File: src/rtl/smii_pkg.sv
package smii_pkg;
  localparam int unsigned SEG_BITS = 10;
  localparam int unsigned DATA_W   = SEG_BITS - 2;
  localparam int unsigned ER_IDX   = 0;
  localparam int unsigned EN_IDX   = 1;
  localparam int unsigned POS_W    = $clog2(SEG_BITS + 1);

  typedef struct packed {
    logic              er;
    logic              en;
    logic [DATA_W-1:0] data;
  } mii_byte_t;
endpackage

File: src/rtl/smii_seg_align.sv
module smii_seg_align
  import smii_pkg::*;
(
  input  logic                clk_i,
  input  logic                rst_ni,
  input  logic                sync_i,
  input  logic                tx_i,
  output logic                seg_done_o,
  output logic [SEG_BITS-1:0] seg_bits_o,
  output logic                sync_err_o
);
  localparam logic [POS_W-1:0] LAST = POS_W'(SEG_BITS - 1);
  localparam logic [POS_W-1:0] OVR  = POS_W'(SEG_BITS);

  logic [POS_W-1:0]    pos_q;
  logic [POS_W-1:0]    nxt_pos;
  logic                locked_q;
  logic [SEG_BITS-2:0] shift_q;
  logic                err_q;

  assign nxt_pos = pos_q + 1'b1;

  always_ff @(posedge clk_i or negedge rst_ni) begin
    if (!rst_ni) begin
      pos_q    <= '0;
      locked_q <= 1'b0;
      shift_q  <= '0;
      err_q    <= 1'b0;
    end else begin
      // spacing is good only if the previous edge took bit 9
      err_q <= sync_i && locked_q && (pos_q != LAST);
      if (sync_i) begin
        locked_q <= 1'b1;
        pos_q    <= '0;
        shift_q  <= {{(SEG_BITS-2){1'b0}}, tx_i};
      end else if (locked_q && pos_q < OVR) begin
        pos_q <= nxt_pos;
        if (nxt_pos < LAST) shift_q[nxt_pos] <= tx_i;
      end
    end
  end

  // tenth bit is on tx_i this cycle
  assign seg_done_o = locked_q && !sync_i && (pos_q == LAST - 1'b1);
  assign seg_bits_o = {tx_i, shift_q};
  assign sync_err_o = err_q;


  sync_realign_chk: assert property (@(posedge clk_i) disable iff (!rst_ni)
    sync_i |=> (locked_q && pos_q == '0));
endmodule

File: src/rtl/smii_rep_sel.sv
module smii_rep_sel #(
  parameter int unsigned REP_COUNT = 10
) (
  input  logic clk_i,
  input  logic rst_ni,
  input  logic speed_10_i,
  input  logic seg_done_i,
  input  logic seg_en_i,
  output logic use_o
);
  localparam int unsigned REP_W = (REP_COUNT > 1) ? $clog2(REP_COUNT) : 1;
  localparam logic [REP_W-1:0] REP_LAST = REP_W'(REP_COUNT - 1);

  logic [REP_W-1:0] rep_q;
  logic [REP_W-1:0] base;
  logic [REP_W-1:0] rep_nxt;
  logic             prev_en_q;
  logic             rise;

  assign rise    = seg_en_i && !prev_en_q;
  assign base    = rise ? '0 : rep_q;
  assign rep_nxt = (base == REP_LAST) ? '0 : base + 1'b1;
  assign use_o   = !speed_10_i || (base == '0);

  always_ff @(posedge clk_i or negedge rst_ni) begin
    if (!rst_ni) begin
      rep_q     <= '0;
      prev_en_q <= 1'b0;
    end else if (seg_done_i) begin
      prev_en_q <= seg_en_i;
      rep_q     <= speed_10_i ? rep_nxt : '0;
    end
  end


  rep_wrap_chk: assert property (@(posedge clk_i) disable iff (!rst_ni)
    (seg_done_i && speed_10_i && use_o) |=> (rep_q == ((REP_COUNT > 1) ? REP_W'(1) : '0)));
endmodule

File: src/rtl/smii_tx_deser.sv
module smii_tx_deser
  import smii_pkg::*;
#(
  parameter int unsigned REP_COUNT = 10
) (
  input  logic              clk_i,
  input  logic              rst_ni,
  input  logic              speed_10_i,
  input  logic              sync_i,
  input  logic              tx_i,
  output logic [DATA_W-1:0] data_o,
  output logic              tx_en_o,
  output logic              tx_er_o,
  output logic              byte_stb_o,
  output logic              sync_err_o
);
  logic                seg_done;
  logic [SEG_BITS-1:0] seg_bits;
  logic                use_seg;
  mii_byte_t           dec;
  mii_byte_t           out_q;
  logic                stb_q;

  smii_seg_align u_align (
    .clk_i      (clk_i),
    .rst_ni     (rst_ni),
    .sync_i     (sync_i),
    .tx_i       (tx_i),
    .seg_done_o (seg_done),
    .seg_bits_o (seg_bits),
    .sync_err_o (sync_err_o)
  );

  assign dec.er   = seg_bits[ER_IDX];
  assign dec.en   = seg_bits[EN_IDX];
  assign dec.data = seg_bits[SEG_BITS-1:2];

  smii_rep_sel #(.REP_COUNT(REP_COUNT)) u_rep (
    .clk_i      (clk_i),
    .rst_ni     (rst_ni),
    .speed_10_i (speed_10_i),
    .seg_done_i (seg_done),
    .seg_en_i   (dec.en),
    .use_o      (use_seg)
  );

  always_ff @(posedge clk_i or negedge rst_ni) begin
    if (!rst_ni) begin
      out_q <= '0;
      stb_q <= 1'b0;
    end else begin
      stb_q <= seg_done && use_seg;
      if (seg_done && use_seg) out_q <= dec;
    end
  end

  assign data_o     = out_q.data;
  assign tx_en_o    = out_q.en;
  assign tx_er_o    = out_q.er;
  assign byte_stb_o = stb_q;


  strobe_single_chk: assert property (@(posedge clk_i) disable iff (!rst_ni)
    byte_stb_o |=> !byte_stb_o);

  err_strobe_excl_chk: assert property (@(posedge clk_i) disable iff (!rst_ni)
    !(byte_stb_o && sync_err_o));
endmodule

File: config.mk
export PLATFORM = sky130hd
export DESIGN_NAME = smii_tx_deser
export DESIGN_NICKNAME = d
export VERILOG_FILES = /design/src/rtl/smii_pkg.sv /design/src/rtl/smii_seg_align.sv /design/src/rtl/smii_rep_sel.sv /design/src/rtl/smii_tx_deser.sv
export SDC_FILE = /design/constraint.sdc
export NUM_CORES = 1
export LEC_CHECK = 0
export BUFFER_PORTS_ARGS = -buffer_cell sky130_fd_sc_hd__clkbuf_2
export CAP_MARGIN = 10
export CELL_PAD_IN_SITES_DETAIL_PLACEMENT = 0
export CELL_PAD_IN_SITES_GLOBAL_PLACEMENT = 2
export CORE_UTILIZATION = 38
export DETAILED_ROUTE_END_ITERATION = 8
export PLACE_DENSITY = 0.89
export SYNTH_ARGS = -nofsm -noshare
export SYNTH_HDL_FRONTEND = slang
export SYNTH_SLANG_ARGS = --single-unit
File: constraint.sdc
create_clock -name clk_i -period 2 [get_ports clk_i]
set_input_delay 0.3 -clock clk_i [delete_from_list [all_inputs] [get_ports clk_i]]
set_output_delay 0.3 -clock clk_i [all_outputs]
set_load 0.05 [all_outputs]
==> metrics.txt, run 1 <==
number of buffers created by CTS=5; crit start category=flip-flop; placed cells=208; Mapped Cells=145; hold_buf cts=0; fraction of registers with async set/reset=1.000; fin cells=216; H-Tree Level Count=2; Setup TNS=0 ps; layout cells sized above 1=0.2771; full die area=4431 um2; core area=4000 um2; fin. max-slew vios=0; Sink Count=31; final worst path period share=0.9373; total congestion overflow=0; setup repair after global routing missed its margin=false; Die Span Y=66.57 um; GRT Total Usage=0.1487; beginning of the critical path=u_align.pos_q[1]; Filler cells=369; Initial Util=0.3960; Synth area leaders=dfrtp_1 (49%), mux2_2 (9.2%), ha_1 (7.1%); status=complete, no violations; Worst Skew=6.916 ps; count leader, synth=dfrtp_1; fin util=0.4598; pin count of the biggest net entering global routing=32; root buf cell=clkbuf_8; Pwr Density=799.4 nW/um2; Avg WL per Cell=13.33 um; Finish-stage setup viols=0; most frequent cells after synthesis=dfrtp_1 (31), nand2_1 (16), mux2_2 (13), nand2b_1 (11); reg2reg path depth=6; syn nets=159; crit path DAT=2040 ps; CTS tree=yes; Hold Vio Cnt, Final=0; CTS max path bufs=2; IO buf count=16; EDFF count, synth=0; Post-Syn Area per Cell=10.92 um2; first-pass GRT wire length=4802 um; Hold Crit Class=primary input to asynchronous set/reset pin; Synth area leader=dfrtp_1; Layout area overhead=16.11%; pre-CTS setup slack=136.4 ps; clk_lat worst skew=280 ps; routability cong.=0.8542; first-pass detailed-route iteration total=4; sequential share of the synthesized area=0.4897; vias in the first global route=1,064; n_diodes=0; number of antenna-violating nets in the routed design=0; Setup CP Type=flip-flop to flip-flop; Vias=1,071; leakage dissipation=0.9158 nW; residual DRC count=0; crit end category=flip-flop; vias per cell=4.958; synth unique cells=32; Worst slew margin=0.4958; dpl hpwl=2110 um; Routed Wire Length=2879 um; Reg-to-Reg Start=u_align.pos_q[1]; Post-CTS Setup Bufs=0; io pins=17; flops & latches, synth=31; hold_ws=79.43 ps; worst path required time=2160 ps; Top FF cell, synth=dfrtp_1; cts repair resizes=0; total of max-cap violations=0; VDD IR max=0.4850 mV; Mapped Area=1584 um2; Highest Clock Rate=0.5335 GHz; top cell type's share of synthesized area=0.4897; CP Max Fanout=11; number of synthesis warnings=0; final worst slack=125.5 ps; Final min period=1875 ps; row cnt=23; Least-Margin Pin Slew=756.3 ps; DIE WIDTH=66.57 um; # nets final=179; Clock Pin Slew Worst Setup and Hold Paths=70 ps; 1st-iter DRT viols=50; initial antenna violation count=0
==> where the power goes <==
part           internal (W)  total, W  switching, W
clock network      0.000403  0.000627      0.000224
registers          0.000654  0.000675     0.0000214
logic             0.0000584  0.000168      0.000110
total               0.00111   0.00147      0.000355
==> metrics by stage <==
| stage | instance area [um2] | power (W) |
|---|---|---|
| global route | 1839 | 0.001533 |
| finish | 1839 | 0.001470 |
| detailed placement | 1722 | 0.0008579 |
| floorplan | 1584 | 0.0008037 |
| CTS | 1839 | 0.001487 |
| global placement | 1722 | 0.0008550 |
==> cell families (layout without fill, tap and decap cells) <==
logic type / count (synthesis) / in the layout / synth area share
fa+ha+maj: 9 / 9 / 0.07109
flops: 31 / 31 / 0.4897
mux: 20 / 20 / 0.1367
buf+inv: 9 / 30 / 0.03001
simple gates: 57 / 57 / 0.1991
xor+xnor: 1 / 1 / 0.005530
compound gates: 18 / 18 / 0.06793
==> worst max-delay path: stages (launching register included) <==
cell      delay [ps]
dfrtp_1          440
inv_1            140
ha_1             250
nand4b_4         200
a21oi_2          230
buf_12           160
mux2_2           330
==> layer usage <==
layer,up-vias,global-route usage,share of wire
met5,-,0,0
met4,0,0.04255,0.014
met3,5,0.05822,0.033
met2,16,0.2260,0.48
met1,517,0.1944,0.47
li1,533,-,-
==> state kept, by name, summed over array words and instances, names as in the netlist <==
name	count
tx_en_o	1
byte_stb_o	1
data_o	8
u_rep.rep_q	4
u_align.pos_q	4
u_align.shift_q	9
u_rep.prev_en_q	1
u_align.sync_err_o	1
tx_er_o	1
u_align.locked_q	1
==> worst paths after layout <==
kind | endpoint | slack (ps)
worst min register to register | tx_er_o | 500
min in group clk_i | data_o[7] | 320
worst min-delay path | data_o[3] | 80
max in group asynchronous | u_rep.rep_q[3] | 1430
worst max-delay path | data_o[5] | 130
worst max register to register | data_o[5] | 130
==> layout by cell type (no fill, tap or decap), drive strengths merged, types with 2 or more instances in the layout <==
cell	count
and2	2
clkbuf	22
mux2	13
a21oi	4
nor2b	3
dfrtp	31
nand2	16
nand2b	11
inv	4
nand3	8
a31oi	4
o21ai	7
or2	2
buf	2
ha	9
mux2i	7
nor2	9
==> final cells by class <==
cell class / instances / area [um2] / area share
Clock buffer: 6 / 82.58 / 0.04490
Clock inverter: 2 / 35.03 / 0.01905
Inverter: 4 / 15.01 / 0.008163
Multi-Input combinational cell: 105 / 760.7 / 0.4136
Sequential cell: 31 / 775.7 / 0.4218
Tap cell: 50 / 62.56 / 0.03401
Timing Repair Buffer: 18 / 107.6 / 0.05850
Note: power is estimated with default switching activity, not from simulation.
==> inputs of run 2 (changes only) <==
Settings changed: PLACE_DENSITY 0.89 to 0.88, SETUP_SLACK_MARGIN from default to 0.15, SYNTH_HIERARCHICAL from default to 1.
==> run 2 against run 1 <==
Power down 4.1%. Largest cell class unchanged. Highest routed layer unchanged. Largest power group unchanged. Register-to-register slack better by 120 ps. Routed wire length rose by 5.1%. Critical path type unchanged. Worst setup slack improved by 120 ps. Final cell count decreased by 2.3%. Core utilization grew 0.94 points. Critical endpoint is now data_o[3]. Non-clock buffer count grew 7. Via count is 0.65% lower. Sequential power rose by 0.7%. First-iteration DRC count rose by 58%.
==> metrics.txt, run 2 <==
number of buffers created by CTS=5 (unchanged); fin. max-slew vios=0 (unchanged); clk_lat worst skew=280 ps (about the same); Synth area leader=dfrtp_1; most frequent cells in the layout=dfrtp_1 (31), clkbuf_2 (16), nand2_1 (10); Finish-stage setup viols=0 (unchanged); CP Max Fanout=7 (-4); Initial Util=0.3963 (about the same); Sink Count=31 (unchanged); CP max-delay cell=dfrtp_1; crit end category=flip-flop; pin count of the biggest net entering global routing=32 (unchanged); dpl hpwl=2082 um (-1.3%); worst path required time=2160 ps (about the same); Clock power frac=0.383 (-0.043); Worst slew margin=0.4863 (-0.009571); Pwr Density=751.3 nW/um2 (-6.0%); synth unique cells=38 (+19%); Post-Syn Area per Cell=11.83 um2 (+8.3%); flops & latches, synth=31 (unchanged); initial antenna violation count=0 (unchanged); max reg flops=9 (unchanged); first-pass detailed-route iteration total=4 (unchanged); IO buf count=16 (unchanged); Routed Wire Length=3027 um (+5.1%); total congestion overflow=0 (unchanged); CP Cell Sequence=inv_2, ha_2, nand2_1, nor4b_4, nand2_2, buf_4, mux2_4; crit path DAT=1920 ps (-120 ps); final worst path period share=0.8783 (-0.05902); register area=775.7 um2 (unchanged); Mapped Cells=134 (-7.6%); cell count along the critical path=7 (+1); commonest non-fill, non-tap cell in the layout=dfrtp_1; Sequential Power Share=0.482 (+0.023); crit-path leading delay family=simple AND/OR/NAND/NOR gates; cell internal pwr=0.001044 W (-6.4%); leakage dissipation=0.9638 nW (+5.2%); CTS tree=yes; row cnt=23 (unchanged); Reg-to-Reg Start=u_align/pos_q[0]; Synth area leaders=dfrtp_1 (49%), mux2_4 (8.5%), mux2i_1 (5.7%); buffer and inverter count on the worst path=2 (unchanged); Hold Crit Class=primary input to asynchronous set/reset pin; DIE WIDTH=66.59 um (about the same); Setup CP Type=flip-flop to flip-flop; number of synthesis warnings=6 (+6); vias in the first global route=1,058 (-0.56%); number of antenna-violating nets in the routed design=0 (unchanged); multi-input logic area=760.7 um2 (unchanged); total of max-cap violations=0 (unchanged); residual DRC count=0 (unchanged); Least-Margin Pin Slew=770.6 ps (+14.36 ps); Top FF cell, synth=dfrtp_1; Hold Vio Cnt, Final=0 (unchanged); largest register by flop count=u_align/shift_q; root buf cell=clkbuf_8; Filler cells=370 (+0.27%); CTS max path bufs=2 (unchanged); Final min period=1757 ps (-118.0 ps); count leader, synth=dfrtp_1; EDFF count, synth=0 (unchanged); Sw Ratio=0.2598 (+0.01802); n_diodes=0 (unchanged); Layout area overhead=18.39%; routability cong.=0.7587 (-11%); Avg WL per Cell=14.35 um (+7.6%); reg2reg path depth=7 (+1); sw power=0.0003663 W (+3.1%); Vias=1,064 (-0.65%); Highest Clock Rate=0.5693 GHz (+6.7%); vias per cell=5.043 (+1.7%); final worst slack=243.5 ps (+118.0 ps); GRT Total Usage=0.1535 (+0.004785); fraction of registers with async set/reset=1.000 (unchanged); Comb power frac=0.135 (+0.020); beginning of the critical path=u_align/pos_q[0]; # nets final=172 (-3.9%); core area=4000 um2 (unchanged); crit start category=flip-flop; Mapped Area=1585 um2 (about the same); H-Tree Level Count=2 (unchanged); io pins=17 (unchanged); syn nets=146 (-8.2%); first-pass GRT wire length=4995 um (+4.0%); status=complete, no violations; sequential share of the synthesized area=0.4893 (about the same); Clock Pin Slew Worst Setup and Hold Paths=70 ps (about the same); VDD IR max=0.5522 mV (+14%); layout cells sized above 1=0.3416 (+0.06451); Die Span Y=66.59 um (about the same); most frequent cells after synthesis=dfrtp_1 (31), nand2_1 (10), mux2_4 (9), mux2i_1 (9); hold_buf cts=0 (unchanged); setup repair after global routing missed its margin=false; 1st-iter DRT viols=79 (+58%); full die area=4434 um2 (about the same); Worst path max stage delay=390 ps (-50 ps); Worst Skew=5.735 ps (-1.181 ps); pre-CTS setup slack=-22.22 ps (-158.6 ps); Setup TNS=0 ps (unchanged); top cell type's share of synthesized area=0.4893 (about the same)
## run 2: changes by cell type after synthesis, moves of 2 or more
cell / change
mux2_2: -11
ha_1: -2
mux2_4: +9
nand2_1: -6
a21oi_1: -2
nand2b_1: -3
o21ai_0: -4
and2_1: -2
nor2_1: -3
mux2i_1: +2
and4b_1: +2
inv_1: +3
## run 2: power by group through the flow
| stage | registers, W | clock network, W | logic (W) |
|---|---|---|---|
| after detailed placement | 0.000690 | 0 | 0.000187 |
| final | 0.000680 | 0.000540 | 0.000191 |
| after CTS | 0.000678 | 0.000553 | 0.000189 |
| after global placement | 0.000688 | 0 | 0.000182 |
| after floorplan | 0.000708 | 0 | 0.000106 |
| after global routing | 0.000685 | 0.000578 | 0.000210 |
## run 2: metrics by stage
| step | std cells | util | power [W] | hold WS (ps) | instance area (um2) |
|---|---|---|---|---|---|
| 6_report | 211 | 0.4692 | 0.001410 | 86.64 | 1877 |
| 5_1_grt | 211 | 0.4692 | 0.001473 | 153.9 | 1877 |
| 4_1_cts | 211 | 0.4654 | 0.001420 | 116.7 | 1862 |
| 3_5_place_dp | 201 | 0.4351 | 0.0008764 | 416.0 | 1740 |
| 3_3_place_gp | 201 | 0.4351 | 0.0008698 | 403.4 | 1740 |
| 2_1_floorplan | 134 | - | 0.0008144 | 4.409 | 1585 |
## run 2: area by class of cell
cell class	count	area share
inverter	7	0.01400
timing repair buffer	25	0.08067
sequential	31	0.4133
clock buffer	8	0.05333
multi-input combinational	90	0.4053
tap	50	0.03333
## run 2: worst reg2reg max path, stage by stage (launching register included)
cell and delay, ps:
dfrtp_1 390, inv_2 90, ha_2 190, nand2_1 90, nor4b_4 330, nand2_2 80
buf_4 180, mux2_4 290
## run 2: worst paths after layout
check	slack, ps	end
min in group clk_i	300	u_align/shift_q[0]
worst max-delay path	240	data_o[3]
worst min-delay path	90	u_rep/rep_q[3]
max in group asynchronous	1430	u_align/sync_err_o
worst min register to register	510	u_align/shift_q[0]
worst max register to register	240	data_o[3]
## run 2: cell families after synthesis
group | count (synthesis) | synth area share
simple gates | 42 | 0.1484
flops | 31 | 0.4893
mux | 22 | 0.1721
compound gates | 18 | 0.08761
buf+inv | 13 | 0.04183
fa+ha+maj | 7 | 0.05525
xor+xnor | 1 | 0.005526
## run 2: per-layer routing
| metal | track usage | wire length, um | part of all wire |
|---|---|---|---|
| met1 | 0.1940 | 1473 | 0.49 |
| met2 | 0.2449 | 1425 | 0.47 |
| met3 | 0.04110 | 95 | 0.031 |
| met4 | 0.06383 | 31 | 0.010 |
| met5 | 0 | 0 | 0 |
## run 2: what timing repair did
action	in CTS	in global routing
resized for setup	1	5
setup endpoints to repair	14	14
setup buffers	2	0
pin swaps	1	1
hold endpoints to repair	0	0
==> inputs of run 3 (changes only) <==
Settings changed: CORE_UTILIZATION 38 to 35, PLACE_DENSITY 0.88 to 0.85.
Clock period 2 ns to 1.4 ns, I/O delays scaled along.
==> run 3 against run 2 <==
The flow now finishes with violations (setup timing). Hold slack better by 110 ps. Power is 63% higher. First-iteration DRC count is 27% higher. Cell area is 23% higher. Core utilization is 6.2 points higher. Final cell count is 16% higher. Clock power is 69% higher. Register-to-register slack worse by 560 ps. Non-clock buffer count is 31 higher. Global-route usage is 0.95 points higher. Clock skew is 2.5 ps lower. Sequential cell count stayed put. Critical endpoint is now data_o[5]. Largest cell class is now multi-input gates.
==> metrics.txt, run 3 (synthesized netlist as in run 2, its figures left out) <==
Setup CP Type=flip-flop to flip-flop; Worst slew margin=0.7123 (+0.2260); fin area=2315 um2 (+23%); Clock Pin Slew Worst Setup and Hold Paths=70 ps (about the same); fin. max-slew vios=0 (unchanged); placed cells=224 (+11%); # nets final=204 (+19%); first-pass GRT wire length=6106 um (+22%); pin count of the biggest net entering global routing=18 (-44%); IO buf count=16 (unchanged); 1st-iter DRT viols=100 (+27%); H-Tree Level Count=2 (unchanged); vias per cell=4.947 (-1.9%); Worst path max stage delay=410 ps (+20 ps); CTS tree=yes; initial antenna violation count=0 (unchanged); Pwr Density=993.8 nW/um2 (+32%); commonest non-fill, non-tap cell in the layout=buf_4; GRT Total Usage=0.1630 (+0.009518); Die Span Y=69.30 um (+4.1%); first-pass detailed-route iteration total=4 (unchanged); leakage dissipation=1.165 nW (+21%); Final min period=1717 ps (-39.61 ps); max reg flops=9 (unchanged); crit path DAT=1890 ps (-30 ps); total of max-cap violations=0 (unchanged); total congestion overflow=0 (unchanged); Hold Vio Cnt, Final=0 (unchanged); Setup TNS=-5520 ps (-5520 ps); dpl cell area=1941 um2 (+12%); Vias=1,212 (+14%); Finish-stage setup viols=25 (+25); io pins=17 (unchanged); row cnt=24 (+4.3%); final worst path period share=1.226 (+0.3481); Avg WL per Cell=15.11 um (+5.3%); routability cong.=0.7786 (+2.6%); setup repair after global routing missed its margin=true; core area=4354 um2 (+8.9%); Worst Skew=3.250 ps (-2.485 ps); most frequent cells in the layout=buf_4 (34), dfrtp_1 (28), clkbuf_2 (16); crit start category=flip-flop; CP Cell Sequence=inv_2, ha_4, nand2_4, nor4b_4, buf_6, buf_12, nand2_8, mux2_4; full die area=4802 um2 (+8.3%); Hold Crit Class=primary input to flip-flop; CTS max path bufs=2 (unchanged); Final Power=0.002300 W (+63%); worst path required time=1570 ps (-590 ps); Highest Clock Rate=0.5824 GHz (+2.3%); vias in the first global route=1,288 (+22%); number of buffers created by CTS=5 (unchanged); number of antenna-violating nets in the routed design=0 (unchanged); clk_lat worst skew=280 ps (about the same); VDD IR max=0.6119 mV (+11%); status=complete, but fails checks; final worst slack=-316.9 ps (-560.4 ps); crit end category=flip-flop; layout cells sized above 1=0.5596 (+0.2180); fin cells=245 (+16%); n_diodes=0 (unchanged); fin util=0.5316 (+0.06242); residual DRC count=0 (unchanged); Initial Util=0.3641 (-0.03223); root buf cell=clkbuf_8; largest register by flop count=u_align/shift_q; Least-Margin Pin Slew=431.6 ps (-339.1 ps); DIE WIDTH=69.30 um (+4.1%); Sink Count=31 (unchanged); dpl hpwl=2504 um (+20%); CP Max Fanout=5 (-2); Routed Wire Length=3702 um (+22%); failing checks=setup timing; CP max-delay cell=dfrtp_2; Layout area overhead=46.01%
## run 3: changes by cell type in the layout (fill, tap and decap cells not counted), moves of 2 or more
cell,previous run,this run
buf_4,8,34
nand3_1,8,3
nand3_2,0,5
buf_6,1,4
dfrtp_1,31,28
dfrtp_2,0,3
ha_4,0,2
inv_1,5,3
inv_2,2,4
mux2_2,2,0
mux2_4,9,11
nand2_4,0,2
## run 3: cell type report
cell class              count  area (um2)
well taps                  52       65.06
fillers                   368        2039
multi-input cells          91       915.9
inverters                   7       26.28
clock inverters             2       35.03
flip-flops and latches     31       779.5
repair buffers             56       410.4
clock buffers               6       82.58
## run 3: stage by stage
stage	setup slack (ps)	hold slack [ps]
floorplan	-289.9	-85.59
global placement	-308.1	176.4
detailed placement	-373.0	175.7
CTS	-285.4	196.2
global route	-431.2	201.9
finish	-316.9	201.0
## run 3: what timing repair did
item	in CTS	in global routing
gates cloned	1	0
pin swaps	8	6
buffers inserted	7	4
gates resized for setup	19	11
hold buffers	1	0
setup endpoints to repair	26	28
endpoints found under the hold margin	15	0
## run 3: path summary, 6_finish.rpt
path                       depth (start not counted)  slack (ps)                  to          startpoint
max                                                8        -320           data_o[5]    u_align/pos_q[0]
min                                                2         200  u_align/shift_q[0]                tx_i
max reg2reg                                        8        -320           data_o[5]    u_align/pos_q[0]
min reg2reg                                        1         510  u_align/shift_q[0]  u_align/shift_q[0]
max in group asynchronous                          3         510             tx_er_o              rst_ni
min in group asynchronous                          2         390     u_rep/prev_en_q              rst_ni
## run 3: worst max-delay path: cells and delay by family (launching register included)
family                   cells  cell delay, ps
adder cells (fa/ha/maj)      1             150
flip-flops                   1             410
multiplexers                 1             300
AND/OR/NAND/NOR              3             390
buffers and inverters        3             350
## run 3: routing by layer
metal | up-vias | share of wire | wire (um) | global-route usage
li1 | 589 | - | - | -
met1 | 606 | 0.45 | 1660 | 0.2053
met2 | 12 | 0.52 | 1917 | 0.2708
met3 | 5 | 0.021 | 78 | 0.03924
met4 | 0 | 0.012 | 46 | 0.06122
met5 | - | 0 | 0 | 0
## run 3: where the power goes
group | switching, W | total [W] | leakage, nW | internal (W)
combinational | 0.000222 | 0.000424 | 0.704 | 0.000202
sequential | 0.0000297 | 0.000966 | 0.400 | 0.000937
clock | 0.000335 | 0.000910 | 0.0612 | 0.000575
